$ cat src/rtl/fprx_pkg.sv
package fprx_pkg;

    // Width of one link word
    localparam int DATA_W       = 32;
    // Words the source may still send after it sees suspend
    localparam int SUSP_LATENCY = 16;
    // Extra slack for the registered suspend path
    localparam int PATH_MARGIN  = 2;
    // Free entries at or below which suspend is raised
    localparam int SUSP_FREE    = SUSP_LATENCY + PATH_MARGIN;

    typedef struct packed {
        logic              valid;
        logic [DATA_W-1:0] data;
    } link_word_t;

    typedef enum logic [1:0] {
        GATE_OPEN    = 2'b00,
        GATE_WAIT    = 2'b01,
        GATE_BLOCKED = 2'b10
    } gate_state_t;

    function automatic int unsigned free_slots(input int unsigned depth,
                                               input int unsigned level);
        return depth - level;
    endfunction

endpackage

$ cat src/rtl/fprx_capture.sv
module fprx_capture
    import fprx_pkg::*;
(
    input  logic       clk,
    input  logic       rst,
    input  logic       sync_mode,
    input  logic       accepting,
    input  logic       link_sync_n,
    input  link_word_t in_word,
    input  logic       fifo_full,
    output logic       wr_en,
    output logic       overflow
);

    logic        armed;
    gate_state_t gate;
    logic        want_write;

    always_ff @(posedge clk) begin
        if (rst) begin
            armed <= 1'b0;
        end else if (!link_sync_n) begin
            armed <= 1'b1;
        end
    end

    always_comb begin
        if (!accepting)                gate = GATE_BLOCKED;
        else if (sync_mode && !armed)  gate = GATE_WAIT;
        else                           gate = GATE_OPEN;
    end

    assign want_write = in_word.valid && (gate == GATE_OPEN);
    assign wr_en      = want_write && !fifo_full;

    always_ff @(posedge clk) begin
        if (rst) begin
            overflow <= 1'b0;
        end else if (want_write && fifo_full) begin
            overflow <= 1'b1;
        end
    end

endmodule

$ cat src/rtl/fprx_fifo.sv
module fprx_fifo
    import fprx_pkg::*;
#(
    parameter int DEPTH = 64,
    localparam int PTR_W = $clog2(DEPTH),
    localparam int CNT_W = $clog2(DEPTH + 1)
) (
    input  logic              clk,
    input  logic              rst,
    input  logic              wr_en,
    input  logic [DATA_W-1:0] wr_data,
    input  logic              rd_en,
    output logic [DATA_W-1:0] rd_data,
    output logic              not_empty,
    output logic              full,
    output logic [CNT_W-1:0]  level
);

    logic [DATA_W-1:0] mem [DEPTH];
    logic [PTR_W-1:0]  wr_ptr, rd_ptr;
    logic              do_rd;

    function automatic logic [PTR_W-1:0] bump(input logic [PTR_W-1:0] p);
        return (p == PTR_W'(DEPTH - 1)) ? '0 : p + 1'b1;
    endfunction

    assign not_empty = (level != '0);
    assign full      = (level == CNT_W'(DEPTH));
    assign do_rd     = rd_en && not_empty;
    assign rd_data   = mem[rd_ptr];

    always_ff @(posedge clk) begin
        if (wr_en) begin
            mem[wr_ptr] <= wr_data;
        end
    end

    always_ff @(posedge clk) begin
        if (rst) begin
            wr_ptr <= '0;
            rd_ptr <= '0;
            level  <= '0;
        end else begin
            if (wr_en) wr_ptr <= bump(wr_ptr);
            if (do_rd) rd_ptr <= bump(rd_ptr);
            case ({wr_en, do_rd})
                2'b10:   level <= level + 1'b1;
                2'b01:   level <= level - 1'b1;
                default: level <= level;
            endcase
        end
    end

endmodule

$ cat src/rtl/fprx_flowctl.sv
module fprx_flowctl
    import fprx_pkg::*;
#(
    parameter int DEPTH = 64,
    localparam int CNT_W = $clog2(DEPTH + 1),
    localparam int SET_LEVEL = DEPTH - SUSP_FREE,
    localparam int CLR_LEVEL = DEPTH / 2
) (
    input  logic             clk,
    input  logic             rst,
    input  logic             rx_enable,
    input  logic [CNT_W-1:0] level,
    output logic             nrdy_n,
    output logic             suspend_n
);

    logic susp_active;

    always_ff @(posedge clk) begin
        if (rst) begin
            nrdy_n <= 1'b0;
        end else begin
            nrdy_n <= rx_enable;
        end
    end

    always_ff @(posedge clk) begin
        if (rst) begin
            susp_active <= 1'b0;
        end else if (level >= CNT_W'(SET_LEVEL)) begin
            susp_active <= 1'b1;
        end else if (level <= CNT_W'(CLR_LEVEL)) begin
            susp_active <= 1'b0;
        end
    end

    assign suspend_n = !susp_active;

endmodule

$ cat src/rtl/fprx_rx.sv
module fprx_rx
    import fprx_pkg::*;
#(
    parameter int DEPTH = 64,
    localparam int CNT_W = $clog2(DEPTH + 1)
) (
    input  logic              clk,
    input  logic              rst,
    input  logic              rx_enable,
    input  logic              sync_mode,
    input  logic [DATA_W-1:0] link_data,
    input  logic              link_valid_n,
    input  logic              link_sync_n,
    output logic              nrdy_n,
    output logic              suspend_n,
    output logic [DATA_W-1:0] out_data,
    output logic              out_valid,
    input  logic              out_ready,
    output logic              overflow
);

    link_word_t       in_word;
    logic             wr_en;
    logic             fifo_full;
    logic [CNT_W-1:0] occ;

    assign in_word.valid = !link_valid_n;
    assign in_word.data  = link_data;

    fprx_capture u_capture (
        .clk        (clk),
        .rst        (rst),
        .sync_mode  (sync_mode),
        .accepting  (nrdy_n),
        .link_sync_n(link_sync_n),
        .in_word    (in_word),
        .fifo_full  (fifo_full),
        .wr_en      (wr_en),
        .overflow   (overflow)
    );

    fprx_fifo #(.DEPTH(DEPTH)) u_fifo (
        .clk      (clk),
        .rst      (rst),
        .wr_en    (wr_en),
        .wr_data  (in_word.data),
        .rd_en    (out_ready),
        .rd_data  (out_data),
        .not_empty(out_valid),
        .full     (fifo_full),
        .level    (occ)
    );

    fprx_flowctl #(.DEPTH(DEPTH)) u_flow (
        .clk      (clk),
        .rst      (rst),
        .rx_enable(rx_enable),
        .level    (occ),
        .nrdy_n   (nrdy_n),
        .suspend_n(suspend_n)
    );

endmodule

$ cat config.mk
export PLATFORM = sky130hd
export DESIGN_NAME = fprx_rx
export DESIGN_NICKNAME = d
export VERILOG_FILES = /design/src/rtl/fprx_pkg.sv /design/src/rtl/fprx_capture.sv /design/src/rtl/fprx_fifo.sv /design/src/rtl/fprx_flowctl.sv /design/src/rtl/fprx_rx.sv
export SDC_FILE = /design/constraint.sdc
export NUM_CORES = 2
export LEC_CHECK = 0
export ABC_AREA = 1
export BUFFER_PORTS_ARGS = -buffer_cell sky130_fd_sc_hd__clkbuf_2
export CORE_MARGIN = 4
export CORE_UTILIZATION = 57
export CTS_CLUSTER_SIZE = 24
export DETAILED_ROUTE_END_ITERATION = 10
export PLACE_DENSITY_LB_ADDON = 0.25
export SLEW_MARGIN = 25
export SYNTH_ARGS = -nofsm -noshare
export SYNTH_HDL_FRONTEND = slang
export SYNTH_SLANG_ARGS = --single-unit
$ cat constraint.sdc
create_clock -name clk -period 4.7 [get_ports clk]
set_clock_uncertainty 0.2 [all_clocks]
set_input_delay 0.235 -clock clk [delete_from_list [all_inputs] [get_ports clk]]
set_output_delay 0.235 -clock clk [all_outputs]
set_load 0.1 [all_outputs]
==> results.json <==
{
  "routed_via_density": 6.18,
  "cp.depth": 11,
  "reg2reg_depth": 10,
  "port_buffers": 74,
  "synth.distinct_cells": 27,
  "fin_ws_ps": 250,
  "grt_pass1_vias": 53199,
  "track_usage_pct": 30.2,
  "antenna_found_initial": 8,
  "start_util_pct": 57.4,
  "worstPathCellList": "inv_16, buf_12, nand2_1, nand3_1, nand3_1, nand3_1, nand3_1, nand2_1, nand2_1, nand2_1, buf_12",
  "hold_violations": 0,
  "syn_nets": 6992,
  "crit-reg2reg-launch": "u_flow.nrdy_n",
  "placed_cell_area_mm2": 0.0869,
  "design_area_mm2": 0.0938,
  "firstDrtPassIters": 7,
  "maxCapViolCount": 0,
  "timing.fmax_mhz": 225,
  "crit_type": "reg2out",
  "numCtsBuffers": 200,
  "drt_iter0_drc": 8615,
  "nets": 7048,
  "drive_gt1_share_pct": 8.79,
  "fin_crit_ps": 4450,
  "wl_per_cell_um": 25.6,
  "post-place-ws_ps": 1210,
  "synth_seq_cells": 2077,
  "p_leak_nw": 33.1,
  "timing.critical_path.buf_inv": 3,
  "fill_cells": 10587,
  "critPathSlowestCell": "dfxtp_4",
  "syn_avg_cell_area_um2": 12.0,
  "crit_required_ps": 4260,
  "hold_end": "u_flow.susp_active",
  "clkLatencyLatePin_ps": 830,
  "seq_area_frac_synth_pct": 74.3,
  "post-dp-hpwl_mm": 120,
  "setup_viol": 0,
  "fp.dieW_um": 391,
  "syn_inst": 6948,
  "ctsResizeCount": 0,
  "grt_overflow": 0,
  "final_cell_mix": "nand2_1 (2314), edfxtp_1 (2048), nand3_1 (1915), clkbuf_16 (201), buf_4 (154)",
  "crit_arrival_ps": 4020,
  "endpoint_kind": "primary output",
  "clock_path_buffers": 3,
  "grt_pass1_wl_mm": 342,
  "dieArea_mm2": 0.153,
  "rrSetupSlack_ps": 860,
  "htree_levels": 4,
  "path_delay_family": "buffers and inverters",
  "crit_fanout": 153,
  "cts_setup_buffers": 0,
  "die_h_um": 391,
  "worst_slew_pin_slew_ps": 1220,
  "syn-cell-area_mm2": 0.0836,
  "ant_nets": 0,
  "wl_mm": 233,
  "cp_slowest_stage_delay_ps": 510,
  "holdPathStages": 3,
  "ctsHoldBuffers": 43,
  "clkSlewWorstSetupHoldPaths_ps": 60,
  "cts_tree": "yes",
  "fin_crit_sh_pct": 94.7,
  "design.core.area_mm2": 0.146,
  "yosys_warnings": 0,
  "io_pins": 75,
  "crit_path_start_kind": "flop",
  "min-delay-start": "rst",
  "rows": 140,
  "cts-root-buf": "clkbuf_16",
  "place.gp.congestion": 0.840,
  "final_util_pct": 64.4,
  "grt_setup_unrepaired": "false",
  "grt_start_max_net_pins": 179,
  "drc": 0,
  "p_per_area_mw_per_mm2": 496,
  "final_common_cell": "nand2_1",
  "num_vias": 56207,
  "cts.sinks": 2077,
  "setup_tns_ps": 0,
  "synthToLayoutAreaGrowth_pct": 12.2,
  "status": "complete, no violations",
  "r2r_end": "u_fifo.mem[21][11]",
  "hold_class": "in2reg",
  "ir_drop_mv": 0.482,
  "fin_hold_ws_ps": 149,
  "final_max_slew_viol_count": 0,
  "slew_headroom_pct": 18.7
}
layout make-up:
| type | instances | area, um2 | area share [%] |
|---|---|---|---|
| Tap cell | 1917 | 2400 | 2.56 |
| Inverter | 45 | 210 | 0.224 |
| Clock inverter | 120 | 1220 | 1.31 |
| Multi-Input combinational cell | 4376 | 19500 | 20.8 |
| Timing Repair Buffer | 304 | 3100 | 3.31 |
| Sequential cell | 2077 | 62100 | 66.2 |
| Clock buffer | 249 | 5270 | 5.62 |
| Antenna cell | 3 | 7.51 | 0.00800 |
sequential cells by signal, indices dropped and copies added (netlist names), named ones only:
signal and flops:
u_fifo.level 7, u_fifo.wr_ptr 6, u_flow.susp_active 1, u_flow.nrdy_n 1, u_fifo.mem 2048, u_capture.armed 1, u_fifo.rd_ptr 6, u_capture.overflow 1
kinds of logic (layout without fill, tap and decap cells):
group	after synthesis	count (layout)	synth area share, %
XOR/XNOR	6	6	0.0629
adder cells (fa/ha/maj)	5	5	0.0748
flip-flops	2077	2077	74.3
AO/OA/AOI/OAI	33	33	0.213
buffers and inverters	495	718	3.00
AND/OR/NAND/NOR	4332	4332	22.4
other	0	3	0
worst min-delay path, stage by stage:
cell and delay [ps]:
dlygate4sd3_1 530, clkbuf_2 270, nor2_1 80
how the worst max path moves through the flow:
stage,end
2_1_floorplan,u_fifo.mem[11][0]
3_3_place_gp,out_data[5]
3_5_place_dp,out_data[20]
4_1_cts,out_data[20]
5_1_grt,out_data[15]
6_report,out_data[15]
per-stage QoR:
| stage | total power [mW] | instances |
|---|---|---|
| after floorplan | 27.7 | 6948 |
| after global placement | 30.6 | 8676 |
| after detailed placement | 30.7 | 8676 |
| after CTS | 46.5 | 9088 |
| after global routing | 48.3 | 9089 |
| final | 46.5 | 9091 |
power by group:
group          internal [mW]  switching (mW)  total, mW
sequential              20.4           0.104       20.5
combinational           2.85            7.17       10.0
clock                   9.12            6.88       16.0
per-layer routing:
layer	routed length, um	part of all wire, %	vias to the layer above	track usage (%)
met5	31	0.013	-	0
met4	8950	3.8	4	11.5
met3	27600	12	503	5.79
met2	108000	47	3621	47.5
met1	87800	38	27294	42.2
li1	-	-	24785	-
synth_stat cells:
cell type	number	area, um2
nand4_2	3	37.5
edfxtp_1	2048	61500
inv_2	2	7.51
o21ai_0	12	60.1
nor3b_1	2	15.0
clkbuf_1	82	308
buf_1	54	203
xor2_1	6	52.6
a21oi_1	18	90.1
dfxtp_1	29	581
o21ai_2	1	8.76
nor2_2	1	6.26
buf_4	15	113
nand2_1	2314	8690
inv_4	1	6.26
inv_1	42	158
nand4_1	4	25.0
nor3_1	3	15.0
a21boi_2	1	11.3
o211ai_1	1	7.51
nand3_1	1915	9580
nor2_1	88	330
buf_6	34	383
ha_1	5	62.6
and3_1	1	6.26
buf_2	265	1330
nor4_1	1	6.26
(Power assumes the default switching activity.)
